--- src/rtl/rbf_pkg.sv ---
package rbf_pkg;

   typedef enum logic {
      LANE_IDLE = 1'b0,
      LANE_OPEN = 1'b1
   } lane_state_e;

endpackage

--- src/rtl/rbf_fifo.sv ---
module rbf_fifo #(
   parameter int DEPTH  = 4,
   parameter int DATA_W = 8
) (
   input  logic              clk,
   input  logic              rst_n,
   input  logic              push,
   input  logic [DATA_W-1:0] push_data,
   input  logic              push_last,
   input  logic              pop,
   input  logic              mark_prev,
   output logic [$clog2(DEPTH+1)-1:0] count,
   output logic [DATA_W-1:0] head_data,
   output logic              head_last
);
   localparam int PTR_W = (DEPTH > 1) ? $clog2(DEPTH) : 1;
   localparam int CNT_W = $clog2(DEPTH+1);
   localparam logic [PTR_W-1:0] TOP_IDX = PTR_W'(DEPTH-1);

   logic [DATA_W-1:0] mem_q [DEPTH];
   logic [DEPTH-1:0]  last_q;
   logic [PTR_W-1:0]  wr_ptr, rd_ptr, prev_ptr;
   logic [CNT_W-1:0]  cnt_q;

   assign prev_ptr  = (wr_ptr == '0) ? TOP_IDX : wr_ptr - 1'b1;
   assign count     = cnt_q;
   assign head_data = mem_q[rd_ptr];
   assign head_last = last_q[rd_ptr];

   always_ff @(posedge clk) begin
      if (push) mem_q[wr_ptr] <= push_data;
   end

   always_ff @(posedge clk) begin
      if (!rst_n) begin
         last_q <= '0;
         wr_ptr <= '0;
         rd_ptr <= '0;
         cnt_q  <= '0;
      end else begin
         if (mark_prev) last_q[prev_ptr] <= 1'b1;
         if (push) begin
            last_q[wr_ptr] <= push_last;
            wr_ptr <= (wr_ptr == TOP_IDX) ? '0 : wr_ptr + 1'b1;
         end
         if (pop) rd_ptr <= (rd_ptr == TOP_IDX) ? '0 : rd_ptr + 1'b1;
         cnt_q <= cnt_q + CNT_W'(push) - CNT_W'(pop);
      end
   end
endmodule

--- src/rtl/rbf_batch_ctl.sv ---
module rbf_batch_ctl
   import rbf_pkg::*;
#(
   parameter int DEPTH = 4,
   parameter int KEY_W = 6,
   parameter int TMR_W = 6
) (
   input  logic             clk,
   input  logic             rst_n,
   input  logic [TMR_W-1:0] cfg_window,
   input  logic             push,
   input  logic [KEY_W-1:0] key_in,
   input  logic             fill_now,
   input  logic             pop_last,
   output logic             mark_prev,
   output logic             has_closed
);
   localparam int CNT_W = $clog2(DEPTH+1);

   lane_state_e      st_q;
   logic [KEY_W-1:0] key_q;
   logic [TMR_W-1:0] age_q, age_inc;
   logic [CNT_W-1:0] closed_q;
   logic             is_open, expire, diff_key, close_old, open_new, fill_close;

   assign is_open    = (st_q == LANE_OPEN);
   assign expire     = is_open && (age_q >= cfg_window);
   assign diff_key   = is_open && push && (key_in != key_q);
   assign close_old  = expire || diff_key;
   assign open_new   = push && (!is_open || close_old);
   assign fill_close = push && fill_now;
   assign mark_prev  = close_old;
   assign has_closed = (closed_q != '0);
   assign age_inc    = (&age_q) ? age_q : age_q + 1'b1;

   always_ff @(posedge clk) begin
      if (!rst_n) begin
         st_q     <= LANE_IDLE;
         key_q    <= '0;
         age_q    <= '0;
         closed_q <= '0;
      end else begin
         closed_q <= closed_q + CNT_W'(close_old) + CNT_W'(fill_close)
                     - CNT_W'(pop_last);
         if (open_new) begin
            key_q <= key_in;
            age_q <= TMR_W'(1);
            st_q  <= fill_now ? LANE_IDLE : LANE_OPEN;
         end else if (push) begin
            age_q <= age_inc;
            if (fill_now) st_q <= LANE_IDLE;
         end else if (close_old) begin
            st_q <= LANE_IDLE;
         end else if (is_open) begin
            age_q <= age_inc;
         end
      end
   end
endmodule

--- src/rtl/rbf_lane.sv ---
module rbf_lane #(
   parameter int DEPTH  = 4,
   parameter int BANK_W = 2,
   parameter int ROW_W  = 4,
   parameter int TAG_W  = 4,
   parameter int TMR_W  = 6
) (
   input  logic              clk,
   input  logic              rst_n,
   input  logic [TMR_W-1:0]  cfg_window,
   input  logic              req_valid,
   output logic              req_ready,
   input  logic [BANK_W-1:0] req_bank,
   input  logic [ROW_W-1:0]  req_row,
   input  logic [TAG_W-1:0]  req_tag,
   output logic              ready,
   input  logic              pop_req,
   output logic [BANK_W-1:0] hd_bank,
   output logic [ROW_W-1:0]  hd_row,
   output logic [TAG_W-1:0]  hd_tag,
   output logic              hd_last
);
   localparam int KEY_W  = BANK_W + ROW_W;
   localparam int DATA_W = KEY_W + TAG_W;
   localparam int CNT_W  = $clog2(DEPTH+1);

   logic [CNT_W-1:0]  cnt, cnt_next;
   logic [DATA_W-1:0] hd_data;
   logic              push_ok, pop_ok, fill_now, mark_prev, has_closed, raw_last;

   assign req_ready = (cnt != CNT_W'(DEPTH));
   assign push_ok   = req_valid && req_ready;
   assign pop_ok    = pop_req && has_closed;
   assign cnt_next  = cnt + CNT_W'(push_ok) - CNT_W'(pop_ok);
   assign fill_now  = (cnt_next == CNT_W'(DEPTH));
   assign ready     = has_closed;

   rbf_fifo #(.DEPTH(DEPTH), .DATA_W(DATA_W)) u_fifo (
      .clk       (clk),
      .rst_n     (rst_n),
      .push      (push_ok),
      .push_data ({req_bank, req_row, req_tag}),
      .push_last (fill_now),
      .pop       (pop_ok),
      .mark_prev (mark_prev),
      .count     (cnt),
      .head_data (hd_data),
      .head_last (raw_last)
   );

   rbf_batch_ctl #(.DEPTH(DEPTH), .KEY_W(KEY_W), .TMR_W(TMR_W)) u_ctl (
      .clk        (clk),
      .rst_n      (rst_n),
      .cfg_window (cfg_window),
      .push       (push_ok),
      .key_in     ({req_bank, req_row}),
      .fill_now   (fill_now),
      .pop_last   (pop_ok && raw_last),
      .mark_prev  (mark_prev),
      .has_closed (has_closed)
   );

   assign {hd_bank, hd_row, hd_tag} = hd_data;
   assign hd_last = raw_last && (cnt != '0);
endmodule

--- src/rtl/row_batch_former.sv ---
module row_batch_former #(
   parameter int NUM_SRC = 3,
   parameter int DEPTH   = 4,
   parameter int BANK_W  = 2,
   parameter int ROW_W   = 4,
   parameter int TAG_W   = 4,
   parameter int TMR_W   = 6
) (
   input  logic                      clk,
   input  logic                      rst_n,
   input  logic [TMR_W-1:0]          cfg_window,
   input  logic [NUM_SRC-1:0]        in_valid,
   output logic [NUM_SRC-1:0]        in_ready,
   input  logic [NUM_SRC*BANK_W-1:0] in_bank,
   input  logic [NUM_SRC*ROW_W-1:0]  in_row,
   input  logic [NUM_SRC*TAG_W-1:0]  in_tag,
   output logic [NUM_SRC-1:0]        batch_ready,
   input  logic [NUM_SRC-1:0]        deq_pop,
   output logic [NUM_SRC*BANK_W-1:0] out_bank,
   output logic [NUM_SRC*ROW_W-1:0]  out_row,
   output logic [NUM_SRC*TAG_W-1:0]  out_tag,
   output logic [NUM_SRC-1:0]        out_last
);
   initial begin
      assert (NUM_SRC >= 1) else $error("NUM_SRC must be at least 1");
      assert (DEPTH >= 2)   else $error("DEPTH must be at least 2");
      assert (BANK_W >= 1 && ROW_W >= 1 && TAG_W >= 1) else $error("field widths must be positive");
      assert (TMR_W >= 2)   else $error("TMR_W must be at least 2");
   end

   for (genvar s = 0; s < NUM_SRC; s++) begin : g_lane
      rbf_lane #(
         .DEPTH(DEPTH), .BANK_W(BANK_W), .ROW_W(ROW_W),
         .TAG_W(TAG_W), .TMR_W(TMR_W)
      ) u_lane (
         .clk        (clk),
         .rst_n      (rst_n),
         .cfg_window (cfg_window),
         .req_valid  (in_valid[s]),
         .req_ready  (in_ready[s]),
         .req_bank   (in_bank[s*BANK_W +: BANK_W]),
         .req_row    (in_row[s*ROW_W +: ROW_W]),
         .req_tag    (in_tag[s*TAG_W +: TAG_W]),
         .ready      (batch_ready[s]),
         .pop_req    (deq_pop[s]),
         .hd_bank    (out_bank[s*BANK_W +: BANK_W]),
         .hd_row     (out_row[s*ROW_W +: ROW_W]),
         .hd_tag     (out_tag[s*TAG_W +: TAG_W]),
         .hd_last    (out_last[s])
      );
   end
endmodule

--- config.mk ---
export PLATFORM = sky130hd
export DESIGN_NAME = row_batch_former
export DESIGN_NICKNAME = d
export VERILOG_FILES = /design/src/rtl/rbf_pkg.sv /design/src/rtl/rbf_fifo.sv /design/src/rtl/rbf_batch_ctl.sv /design/src/rtl/rbf_lane.sv /design/src/rtl/row_batch_former.sv
export SDC_FILE = /design/constraint.sdc
export NUM_CORES = 1
export LEC_CHECK = 0
export BUFFER_PORTS_ARGS = -buffer_cell sky130_fd_sc_hd__buf_2
export CORE_ASPECT_RATIO = 0.7
export CORE_UTILIZATION = 32
export DETAILED_ROUTE_END_ITERATION = 12
export MAX_ROUTING_LAYER = met4
export PLACE_DENSITY = 0.49
export SLEW_MARGIN = 10
export SYNTH_ARGS = -nofsm -noshare
export SYNTH_HDL_FRONTEND = slang
export SYNTH_SLANG_ARGS = --single-unit
--- constraint.sdc ---
create_clock -name clk -period 4.86 [get_ports clk]
set_input_delay 0.243 -clock clk [delete_from_list [all_inputs] [get_ports clk]]
set_output_delay 0.243 -clock clk [all_outputs]
set_load 0.05 [all_outputs]
==> impl_results.md, run 1 <==
* Run status: complete, but fails checks
* Failing checks: DRC
* Power per cell area at 523.6 mW/mm²
* Worst Path Buf+Inv at 3
* Flops & latches, synth at 207
* Worst path max stage delay at 410 ps
* Hold_sp: in_row[5]
* # diodes at 0
* Worst-path maximum fanout at 9
* Max Clock Freq at 264.0 MHz
* Initial antenna violation count at 0
* Reg2Reg Capture Point: g_lane[0].u_lane.u_ctl.closed_q[1]
* Num rows at 51
* Largest net degree at the start of global routing at 52
* Die width at 206.3 µm
* Clk root buf: clkbuf_16
* Clk pwr share at 0.291
* Top-area cell type share of the netlist area at 0.3855
* GR Overflow Total at 0
* Top Ports at 83
* Switching share of power at 0.3515
* DRC violations left at 4
* Placed insts at 1,146
* Leak at 4.254 nW
* Reg power frac at 0.398
* Worst skew pair latency at 520 ps
* Synth Area in Compound Gates at 0.07322
* HP Class: input pin to flip-flop
* WHS Path Cells at 1
* Post-Syn Area per Cell at 12.98 µm²
* WL per Instance at 15.36 µm
* Die area at 0.02991 mm²
* Total power at 0.005790 W
* R2R Path Start: g_lane[0].u_lane.u_fifo.count[0]
* Clock tree buffer depth at 3
* Crit-path cells: nor2_1, a21boi_2, clkinv_1, ha_1, inv_1, ha_1, fa_1, xnor2_1, xnor2_1, nand3_1, fa_1, inv_1, fa_1, and2_1
* Nets@finish at 928
* Share of layout cells above drive strength 1 at 0.2014
* Clock skew at 18.74 ps
* Register-to-register setup slack at 1070 ps
* Async SR Flop Fraction at 0
* Cell internal pwr at 0.003755 W
* Synth Flop Type: edfxtp_1
* Vias per inst at 4.617
* Critical Path AT at 4190 ps
* Xor/xnor share of the synthesized area at 0.03065
* Comb pwr share at 0.311
* Post-synth cell types at 66
* Sink Count at 207
* Mux share of post-synthesis cell area at 0.09450
* Min-Delay Endpoint: g_lane[1].u_lane.u_fifo.mem_q[0][5]
* Port Buf Inserts at 82
* Worst Tran Pin Value at 966.1 ps
* Worst Reg2Reg Path Length in Cells at 14
* Placeable Area at 0.02827 mm²
* RSZ-0062 raised after global routing: no
* Total CTS buffers at 23
* DR pass1 iterations at 9
* RD Place Congestion at 0.7304
* Synthesized Nets at 821
* Die height at 145.0 µm
* H-tree levels at 1
* Setup total negative slack at 0 ps
* Critical path's slowest cell: fa_1
* Vias in the first global route at 5,417
* Post-DP HPWL at 12,910 µm
* Register area share after synthesis at 0.5718
* Area Overhead vs Synth at 18.28%
* Post-Layout Cell Count at 1,215
* Yosys warns at 0
* Crit start category: flip-flop
* GRT Total Usage at 0.1312
* Post-Synth Simple-Gate Area at 0.1036
* Adder-cell share of the synthesized area at 0.08352
* Clock slew at reported path FFs at 60 ps
* Routed Antenna Nets at 0
* Starting Density at 0.3307
* Final setup fails at 0
* CP delay by family, top: adder cells
* WHS at 8.397 ps
* CTS tree: yes
* Area contributors post-synth: edfxtp_1 39%, dfxtp_1 19%, mux4_2 8.0%, ha_1 6.4%, inv_1 2.2%
* Final min period at 3788 ps
* CTS resizes at 0
* Max-capacitance violation count at 0
* VDD IR max at 231.3 µV
* CP Data Required Time at 5260 ps
* Synth Instances at 720
* Critical path class: flip-flop to flip-flop
* First DRT Iteration DRCs at 296
* Largest family of logic cells by synthesized area: simple AND/OR/NAND/NOR gates
* Routed wire length at 18,670 µm
* Final hold vios at 0
* First-pass GRT wire length at 29,900 µm
* Max-slew violations at 0
* Leading area contributor after synthesis: edfxtp_1
* Critical Path Most Common Cell: fa_1
* EDFF count, synth at 120
* Via count at 5,610
* Mapped Area at 0.009348 mm²
* Rel. slew slack at 0.3516
* NetSw at 0.002035 W
* CP Capture Type: flip-flop
* Fin crit share at 0.7795
cells by family (layout without fill, tap and decap cells):
family	after synthesis	count (layout)
simple gates	190	190
fa+ha+maj	57	57
buf+inv	87	211
compound gates	101	101
xor+xnor	31	31
mux	47	47
flops	207	207
state kept, by name, indices dropped and copies added (netlist names), named ones only:
register	cells
g_lane.u_lane.u_ctl.age_q	18
g_lane.u_lane.u_ctl.closed_q	9
g_lane.u_lane.u_ctl.key_q	18
g_lane.u_lane.u_ctl.is_open	3
g_lane.u_lane.u_fifo.mem_q	120
g_lane.u_lane.u_fifo.wr_ptr	6
g_lane.u_lane.u_fifo.rd_ptr	6
g_lane.u_lane.u_fifo.last_q	12
g_lane.u_lane.u_fifo.count	9
through the flow:
step           setup slack, ps  area (µm²)    util
6_report                  1072       11060  0.3911
2_1_floorplan             1451        9348       -
3_3_place_gp              1182       10060  0.3559
4_1_cts                   1029       11060  0.3911
3_5_place_dp              1097       10060  0.3559
5_1_grt                  785.5       11060  0.3911
synthesized netlist by cell type, drive strengths merged (18+ instances only):
master	n
nand2	50
ha	48
dfxtp	87
mux4	33
buf	19
xnor2	18
o21ai	20
a21oi	33
edfxtp	120
nor2	49
nand3	28
inv	56
layout by cell type, fill, tap and decap left out, types with 3 or more instances in the layout:
cell type      count
nand3_1           28
nand2_1           50
edfxtp_1         120
xnor2_1           18
and2_1            11
or3_1              3
a31oi_1           13
nor3_1            12
xor2_1            12
inv_1             54
o31a_1             3
a211oi_1           4
a21o_1             4
o21a_1             4
clkinv_1           8
nor2b_1            4
inv_6              3
and3_1            11
buf_2             82
mux4_2            33
dfxtp_1           87
nor2_1            47
nand2b_1           4
o22ai_1            4
mux2i_1           14
a311oi_1           3
o21ai_0           19
dlygate4sd3_1     27
a21oi_1           32
clkbuf_1           5
fa_1               9
ha_1              48
clkbuf_16         23
power groups by stage:
stage | clock network, W | logic (W) | registers (W)
floorplan | 0 | 0.00155 | 0.00224
global placement | 0 | 0.00180 | 0.00235
detailed placement | 0 | 0.00179 | 0.00235
CTS | 0.00174 | 0.00182 | 0.00231
global route | 0.00181 | 0.00198 | 0.00235
finish | 0.00168 | 0.00180 | 0.00231
how the worst max path moves through the flow:
stage / from / end / slack [ps] / cells past startpoint
3_3_place_gp: g_lane[0].u_lane.u_fifo.count[0] / g_lane[0].u_lane.u_ctl.closed_q[1] / 1180 / 14
2_1_floorplan: g_lane[0].u_lane.u_fifo.count[1] / g_lane[0].u_lane.u_ctl.closed_q[1] / 1450 / 14
4_1_cts: g_lane[0].u_lane.u_fifo.count[0] / g_lane[0].u_lane.u_ctl.closed_q[1] / 1030 / 14
6_report: g_lane[0].u_lane.u_fifo.count[0] / g_lane[0].u_lane.u_ctl.closed_q[1] / 1070 / 14
3_5_place_dp: g_lane[0].u_lane.u_fifo.count[0] / g_lane[0].u_lane.u_ctl.closed_q[1] / 1100 / 14
5_1_grt: g_lane[0].u_lane.u_fifo.count[1] / g_lane[0].u_lane.u_ctl.closed_q[2] / 790 / 16
layer usage:
metal  vias up  track usage  share of wire
li1       2829            -              -
met1      2665       0.2006           0.55
met2        90       0.1721           0.39
met3        26      0.02808          0.040
met4         0      0.03346          0.021
met5         -            -              0
what timing repair did:
item	in CTS	in global routing
setup buffers	0	0
hold buffers	27	0
hold endpoints to repair	108	0
area by class of cell:
class	count	area (µm²)
flip-flops and latches	207	5345
inverters	58	222.7
repair buffers	111	695.7
fillers	2643	17210
clock buffers	29	608.1
multi-input cells	426	3603
clock inverters	13	117.6
well taps	371	464.2
Power figures use the tool's default switching activity.
==> run 2: changes to the inputs <==
clock period = 3.9 ns   (was 4.86 ns; I/O delays follow)
==> run 2 against run 1 <==
The run still ends with DRC left; via count decreased by 0.18%; clock skew decreased by 13 ps; non-clock buffer count increased by 6; critical path type unchanged; sequential power increased by 25%; worst setup slack got worse by 700 ps; first-iteration DRC count increased by 18%; sequential cell count unchanged; die area unchanged; cell area increased by 0.53%; sequential share of layout area decreased by 0.26 points.
==> impl_results.md, run 2 (synthesis results as in run 1) <==
* Final setup fails at 0 (unchanged)
* Worst path max stage delay at 410 ps (about the same)
* RSZ-0062 raised after global routing: no
* Max reg flops at 120 (unchanged)
* Port Buf Inserts at 82 (unchanged)
* CTS tree: yes
* NetSw at 0.002542 W (+25%)
* Via count at 5,600 (-0.18%)
* Setup total negative slack at 0 ps (unchanged)
* First DRT Iteration DRCs at 350 (+18%)
* Reg power frac at 0.396 (-0.002)
* Cell internal pwr at 0.004722 W (+26%)
* Die area at 0.02991 mm² (unchanged)
* Switching share of power at 0.3499 (-0.001619)
* Num rows at 51 (unchanged)
* Routed wire length at 19,000 µm (+1.8%)
* Clk pwr share at 0.292 (about the same)
* H-tree levels at 1 (unchanged)
* Top Ports at 83 (unchanged)
* Worst Path Buf+Inv at 3 (unchanged)
* Run status: complete, but fails checks
* Die height at 145.0 µm (unchanged)
* Rel. slew slack at 0.5116 (+0.1600)
* Comb pwr share at 0.312 (about the same)
* CP Data Required Time at 4300 ps (-960 ps)
* Final hold vios at 0 (unchanged)
* Starting Density at 0.3307 (unchanged)
* Worst-path maximum fanout at 4 (-5)
* Postcts setup bufs at 0 (unchanged)
* Nets@finish at 933 (+0.54%)
* First-pass GRT wire length at 30,890 µm (+3.3%)
* Max-capacitance violation count at 0 (unchanged)
* CP Capture Type: flip-flop
* Crit start category: flip-flop
* GR Overflow Total at 0 (unchanged)
* HP Class: input pin to flip-flop
* Clock slew at reported path FFs at 60 ps (about the same)
* RD Place Congestion at 0.7493 (+2.6%)
* Fin crit share at 0.9049 (+0.1254)
* Sink Count at 207 (unchanged)
* Top Registers: g_lane.u_lane.u_fifo.mem_q (120), g_lane.u_lane.u_ctl.age_q (18), g_lane.u_lane.u_ctl.key_q (18)
* Power per cell area at 653.5 mW/mm² (+25%)
* Crit-path cells: or3_1, nand2_1, inv_1, ha_1, inv_1, ha_1, fa_1, xnor2_1, xnor2_1, nand3_1, fa_1, inv_1, fa_1, and2_1
* Clock tree buffer depth at 3 (unchanged)
* Final min period at 3529 ps (-259.3 ps)
* Routed Antenna Nets at 0 (unchanged)
* CP delay by family, top: adder cells
* Critical path's slowest cell: or3_1
* Failing checks: DRC
* Most frequent cells in the layout: 120 x edfxtp_1, 87 x dfxtp_1, 82 x buf_2
* Placeable Area at 0.02827 mm² (unchanged)
* Worst Tran Pin Value at 732.6 ps (-233.5 ps)
* DR pass1 iterations at 8 (-1)
* Post-DP HPWL at 13,270 µm (+2.8%)
* WL per Instance at 15.57 µm (+1.4%)
* Vias per inst at 4.590 (-0.59%)
* Critical Path AT at 3930 ps (-260 ps)
* Share of layout cells above drive strength 1 at 0.2040 (+0.002588)
* Initial antenna violation count at 0 (unchanged)
* DRC violations left at 8 (+4)
* Total power at 0.007264 W (+25%)
* Largest net degree at the start of global routing at 37 (-29%)
* Area Overhead vs Synth at 18.91%
* Max-slew violations at 0 (unchanged)
* Leak at 4.276 nW (+0.54%)
* Most common cell after layout, fill and taps aside: edfxtp_1
* Worst skew pair latency at 510 ps (about the same)
* Clk root buf: clkbuf_16
* Critical path class: flip-flop to flip-flop
* Die width at 206.3 µm (unchanged)
* Largest Register: g_lane.u_lane.u_fifo.mem_q
* VDD IR max at 307.0 µV (+33%)
* Vias in the first global route at 5,578 (+3.0%)
* Max Clock Freq at 283.4 MHz (+7.3%)
* GRT Total Usage at 0.1349 (+0.003667)
* Total CTS buffers at 22 (-4.3%)
* Clock skew at 5.758 ps (-12.98 ps)
run 2: power by group through the flow:
| stage | logic [W] | clock network [W] | registers [W] |
|---|---|---|---|
| after detailed placement | 0.00227 | 0 | 0.00293 |
| final | 0.00227 | 0.00212 | 0.00288 |
| after CTS | 0.00230 | 0.00219 | 0.00289 |
| after global placement | 0.00227 | 0 | 0.00293 |
| after floorplan | 0.00193 | 0 | 0.00280 |
| after global routing | 0.00249 | 0.00227 | 0.00293 |
run 2: through the flow:
step | cell area [µm²] | std cells | setup WS, ps | hold slack, ps | util
global placement | 10080 | 1149 | 390.6 | 422.2 | 0.3567
floorplan | 9348 | 720 | 491.1 | 293.9 | -
CTS | 11110 | 1219 | 337.8 | 43.29 | 0.3931
global route | 11110 | 1219 | 98.50 | 66.66 | 0.3931
finish | 11120 | 1220 | 371.0 | 66.41 | 0.3932
detailed placement | 10080 | 1149 | 341.1 | 414.1 | 0.3567
run 2: area by class of cell:
cell class	instances	area [µm²]
multi-input combinational	426	3603
clock inverter	10	138.9
sequential	207	5345
clock buffer	30	590.6
fill	2675	17150
tap	371	464.2
timing repair buffer	117	748.2
antenna	1	2.502
inverter	58	222.7
run 2: path summary, 6_finish.rpt:
check             slack (ps)                            endpoint  depth (start not counted)                                from
setup / recovery         370  g_lane[1].u_lane.u_ctl.closed_q[1]                         14  g_lane[1].u_lane.u_ctl.closed_q[1]
hold / removal            70   g_lane[1].u_lane.u_fifo.rd_ptr[1]                          4                          deq_pop[1]
setup reg to reg         370  g_lane[1].u_lane.u_ctl.closed_q[1]                         14  g_lane[1].u_lane.u_ctl.closed_q[1]
hold reg to reg          480   g_lane[2].u_lane.u_fifo.last_q[0]                          2   g_lane[2].u_lane.u_fifo.last_q[0]
run 2: per-layer routing:
layer | global-route usage | wire, µm | up-vias
met5 | - | 0 | -
met4 | 0.02868 | 297 | 0
met3 | 0.02830 | 756 | 24
met2 | 0.1775 | 7437 | 80
met1 | 0.2085 | 10510 | 2657
li1 | - | - | 2839
run 2: worst register-to-register path, cell delays in order (launching register included):
cell     delay (ps)
dfxtp_1         330
or3_1           410
nand2_1         140
inv_1            90
ha_1            280
inv_1            40
ha_1            200
fa_1            400
xnor2_1         180
xnor2_1         150
nand3_1         160
fa_1            390
inv_1            80
fa_1            400
and2_1          170
run 2: repair_timing:
action,in CTS,in global routing
resized for setup,0,0
hold buffers,30,0
endpoints found under the hold margin,127,0
==> run 3: changes to the inputs <==
ABC_AREA = 1   (was unset)
==> run 3 against run 2 <==
Worst hold slack got worse by 1.7 ps; critical endpoint is now g_lane[0].u_lane.u_ctl.closed_q[1]; largest power group is now combinational logic; combinational power is 43% higher; global-route usage increased by 0.92 points; non-clock buffer count up 5; the flow now finishes without violations.
==> impl_results.md, run 3 <==
* Via count at 7,148 (+28%)
* CP Data Required Time at 4320 ps (+20 ps)
* Synth Instances at 1,092 (+52%)
* Power per cell area at 704.6 mW/mm² (+7.8%)
* RD Place Congestion at 0.7717 (+3.0%)
* Flops & latches, synth at 207 (unchanged)
* Area of the multi-input gates at 0.003762 mm² (+4.4%)
* Reg power frac at 0.353 (-0.043)
* CP Capture Type: flip-flop
* Final WS setup at 563.3 ps (+192.3 ps)
* Leak at 5.020 nW (+17%)
* Critical path class: flip-flop to flip-flop
* M1 wire length at 11,950 µm (+14%)
* Critical Path Most Common Cell: inv_1
* Top-area cell type share of the netlist area at 0.3622 (-0.02327)
* Synth cell count leaders: 197 x nand2_1, 158 x inv_1, 136 x nor2_1
* Final hold vios at 0 (unchanged)
* Post-DP HPWL at 14,670 µm (+11%)
* Die height at 149.5 µm (+3.1%)
* Share of layout cells above drive strength 1 at 0.1370 (-0.06701)
* Comb pwr share at 0.391 (+0.079)
* WL per Instance at 13.36 µm (-14%)
* Fin crit share at 0.8556 (-0.04930)
* Postcts setup bufs at 0 (unchanged)
* Port Buf Inserts at 82 (unchanged)
* Clk pwr share at 0.256 (-0.036)
* Yosys warns at 0 (unchanged)
* GRT Total Usage at 0.1440 (+0.009178)
* Critical path's slowest cell: fa_1
* Register area share after synthesis at 0.5373 (-0.03452)
* DRC violations left at 0 (-8)
* Leading area contributor after synthesis: edfxtp_1
* Routed wire length at 21,780 µm (+15%)
* Initial antenna violation count at 0 (unchanged)
* Area of placed instances at 0.01074 mm² (+6.5%)
* CTS tree: yes
* Final setup fails at 0 (unchanged)
* Area contributors post-synth: edfxtp_1 36%, dfxtp_1 18%, nand2_1 7.4%, ha_1 6.0%, inv_1 6.0%
* Top Registers: g_lane.u_lane.u_fifo.mem_q (120), g_lane.u_lane.u_ctl.age_q (18), g_lane.u_lane.u_ctl.key_q (18)
* VDD IR max at 335.7 µV (+9.4%)
* Cell internal pwr at 0.004783 W (+1.3%)
* Max Clock Freq at 299.7 MHz (+5.8%)
* First DRT Iteration DRCs at 316 (-9.7%)
* Setup WS pre-CTS at 544.3 ps (+203.1 ps)
* Largest Register: g_lane.u_lane.u_fifo.mem_q
* Clock slew at reported path FFs at 60 ps (about the same)
* FF+latch area at 0.005345 mm² (unchanged)
* Crit start category: flip-flop
* First-pass GRT wire length at 35,210 µm (+14%)
* Most common cell in the netlist: nand2_1
* Clock tree buffer depth at 3 (unchanged)
* Post-synth cell types at 39 (-41%)
* Rel. slew slack at 0.2817 (-0.2299)
* Most common cell after layout, fill and taps aside: nand2_1
* WL met2 at 8597 µm (+16%)
* NetSw at 0.003514 W (+38%)
* HP Class: input pin to flip-flop
* # diodes at 0 (-1)
* Post-route cell area at 0.01178 mm² (+5.9%)
* CTS resizes at 0 (unchanged)
* Routed length on met3 at 819 µm (+8.3%)
* Vias in the first global route at 6,708 (+20%)
* Die width at 212.7 µm (+3.1%)
* Synth Flop Type: edfxtp_1
* Clk root buf: clkbuf_16
* Crit-path cells: nor2_1, nand2_1, nand2_1, inv_1, ha_1, inv_1, ha_1, fa_1, inv_1, xor2_1, inv_1, nor3_2, nand2_1, fa_1, inv_1, fa_1, nand2_1, inv_1
* Most frequent cells in the layout: 197 x nand2_1, 158 x inv_1, 136 x nor2_1
* EDFF count, synth at 120 (unchanged)
* Worst skew pair latency at 520 ps (about the same)
* Die area at 0.03181 mm² (+6.4%)
* Max-capacitance violation count at 0 (unchanged)
* Area Overhead vs Synth at 18.36%
* Total power at 0.008297 W (+14%)
* Vias per inst at 4.383 (-4.5%)
* Routed Antenna Nets at 0 (unchanged)
* Largest net degree at the start of global routing at 33 (-11%)
* Synthesized Nets at 1,193 (+45%)
* Clock skew at 11.53 ps (+5.770 ps)
* Mapped Area at 0.009948 mm² (+6.4%)
* Switching share of power at 0.4235 (+0.07359)
* Sink Count at 207 (unchanged)
* Fillers at 3,042 (+14%)
* Placeable Area at 0.03031 mm² (+7.2%)
* H-tree levels at 1 (unchanged)
* Worst-path maximum fanout at 5 (+1)
* Num rows at 53 (+3.9%)
* Nets@finish at 1,303 (+40%)
* Final min period at 3337 ps (-192.3 ps)
* GR Overflow Total at 0 (unchanged)
* Critical Path AT at 3760 ps (-170 ps)
* Max reg flops at 120 (unchanged)
* Setup total negative slack at 0 ps (unchanged)
* Max Used Layer: met4
* Total CTS buffers at 23 (+4.5%)
* Starting Density at 0.3283 (-0.002409)
* Async SR Flop Fraction at 0 (unchanged)
* Post-Syn Area per Cell at 9.110 µm² (-30%)
* Max-slew violations at 0 (unchanged)
* Worst Tran Pin Value at 1073 ps (+340.9 ps)
* Worst path max stage delay at 410 ps (about the same)
* DR pass1 iterations at 4 (-4)
* Top Ports at 83 (unchanged)
* RSZ-0062 raised after global routing: no
* Run status: finished clean
## run 3: timing repair
action	in CTS	in global routing
hold endpoints to repair	130	0
endpoints found under the setup margin	0	0
hold buffers	30	0
## run 3: path summary, 6_finish.rpt
| check | from | end | slack, ps | cells after the start |
|---|---|---|---|---|
| setup / recovery | g_lane[0].u_lane.u_ctl.closed_q[1] | g_lane[0].u_lane.u_ctl.closed_q[1] | 560 | 18 |
| hold / removal | deq_pop[0] | g_lane[0].u_lane.u_fifo.rd_ptr[0] | 60 | 3 |
| setup reg to reg | g_lane[0].u_lane.u_ctl.closed_q[1] | g_lane[0].u_lane.u_ctl.closed_q[1] | 560 | 18 |
| hold reg to reg | g_lane[0].u_lane.u_ctl.key_q[0] | g_lane[0].u_lane.u_ctl.key_q[0] | 470 | 2 |
## run 3: worst max-delay path, delay by kind of cell, from the launching register on
kind	cells	cell delay [ps]
xor+xnor	1	150
simple gates	6	730
buf+inv	6	390
fa+ha+maj	5	1630
flops	1	330
## run 3: metrics by stage
step,std cells,hold slack [ps],util
after CTS,1631,33.92,0.3885
after floorplan,1092,293.9,-
after detailed placement,1559,413.2,0.3544
after global routing,1631,63.66,0.3885
final,1631,64.70,0.3885
after global placement,1559,417.6,0.3544
## run 3: power groups by stage
stage	clock network (W)	logic (W)	registers (W)
2_1_floorplan	0	0.00265	0.00286
3_3_place_gp	0	0.00325	0.00297
3_5_place_dp	0	0.00325	0.00298
4_1_cts	0.00220	0.00329	0.00293
5_1_grt	0.00228	0.00359	0.00298
6_report	0.00212	0.00324	0.00293
## run 3: cells by family after synthesis
| group | Yosys count | synth area share |
|---|---|---|
| and+or+nand+nor | 412 | 0.1782 |
| DFF | 207 | 0.5373 |
| buffers and inverters | 204 | 0.08452 |
| AOI/OAI and AO/OA | 191 | 0.1030 |
| adders and majority gates | 57 | 0.07848 |
| xor gates and xnor gates | 21 | 0.01849 |
## run 3: final cells by class
cell class	instances	area share
Multi-Input combinational cell	681	0.3195
Inverter	167	0.05355
Tap cell	412	0.04378
Sequential cell	207	0.4539
Clock inverter	9	0.006907
Timing Repair Buffer	122	0.06673
Clock buffer	33	0.05557
## run 3: routing by layer
metal,GRT usage,up-vias
met5,-,-
met4,0.03453,0
met3,0.02623,28
met2,0.1998,93
met1,0.2139,3245
li1,-,3782
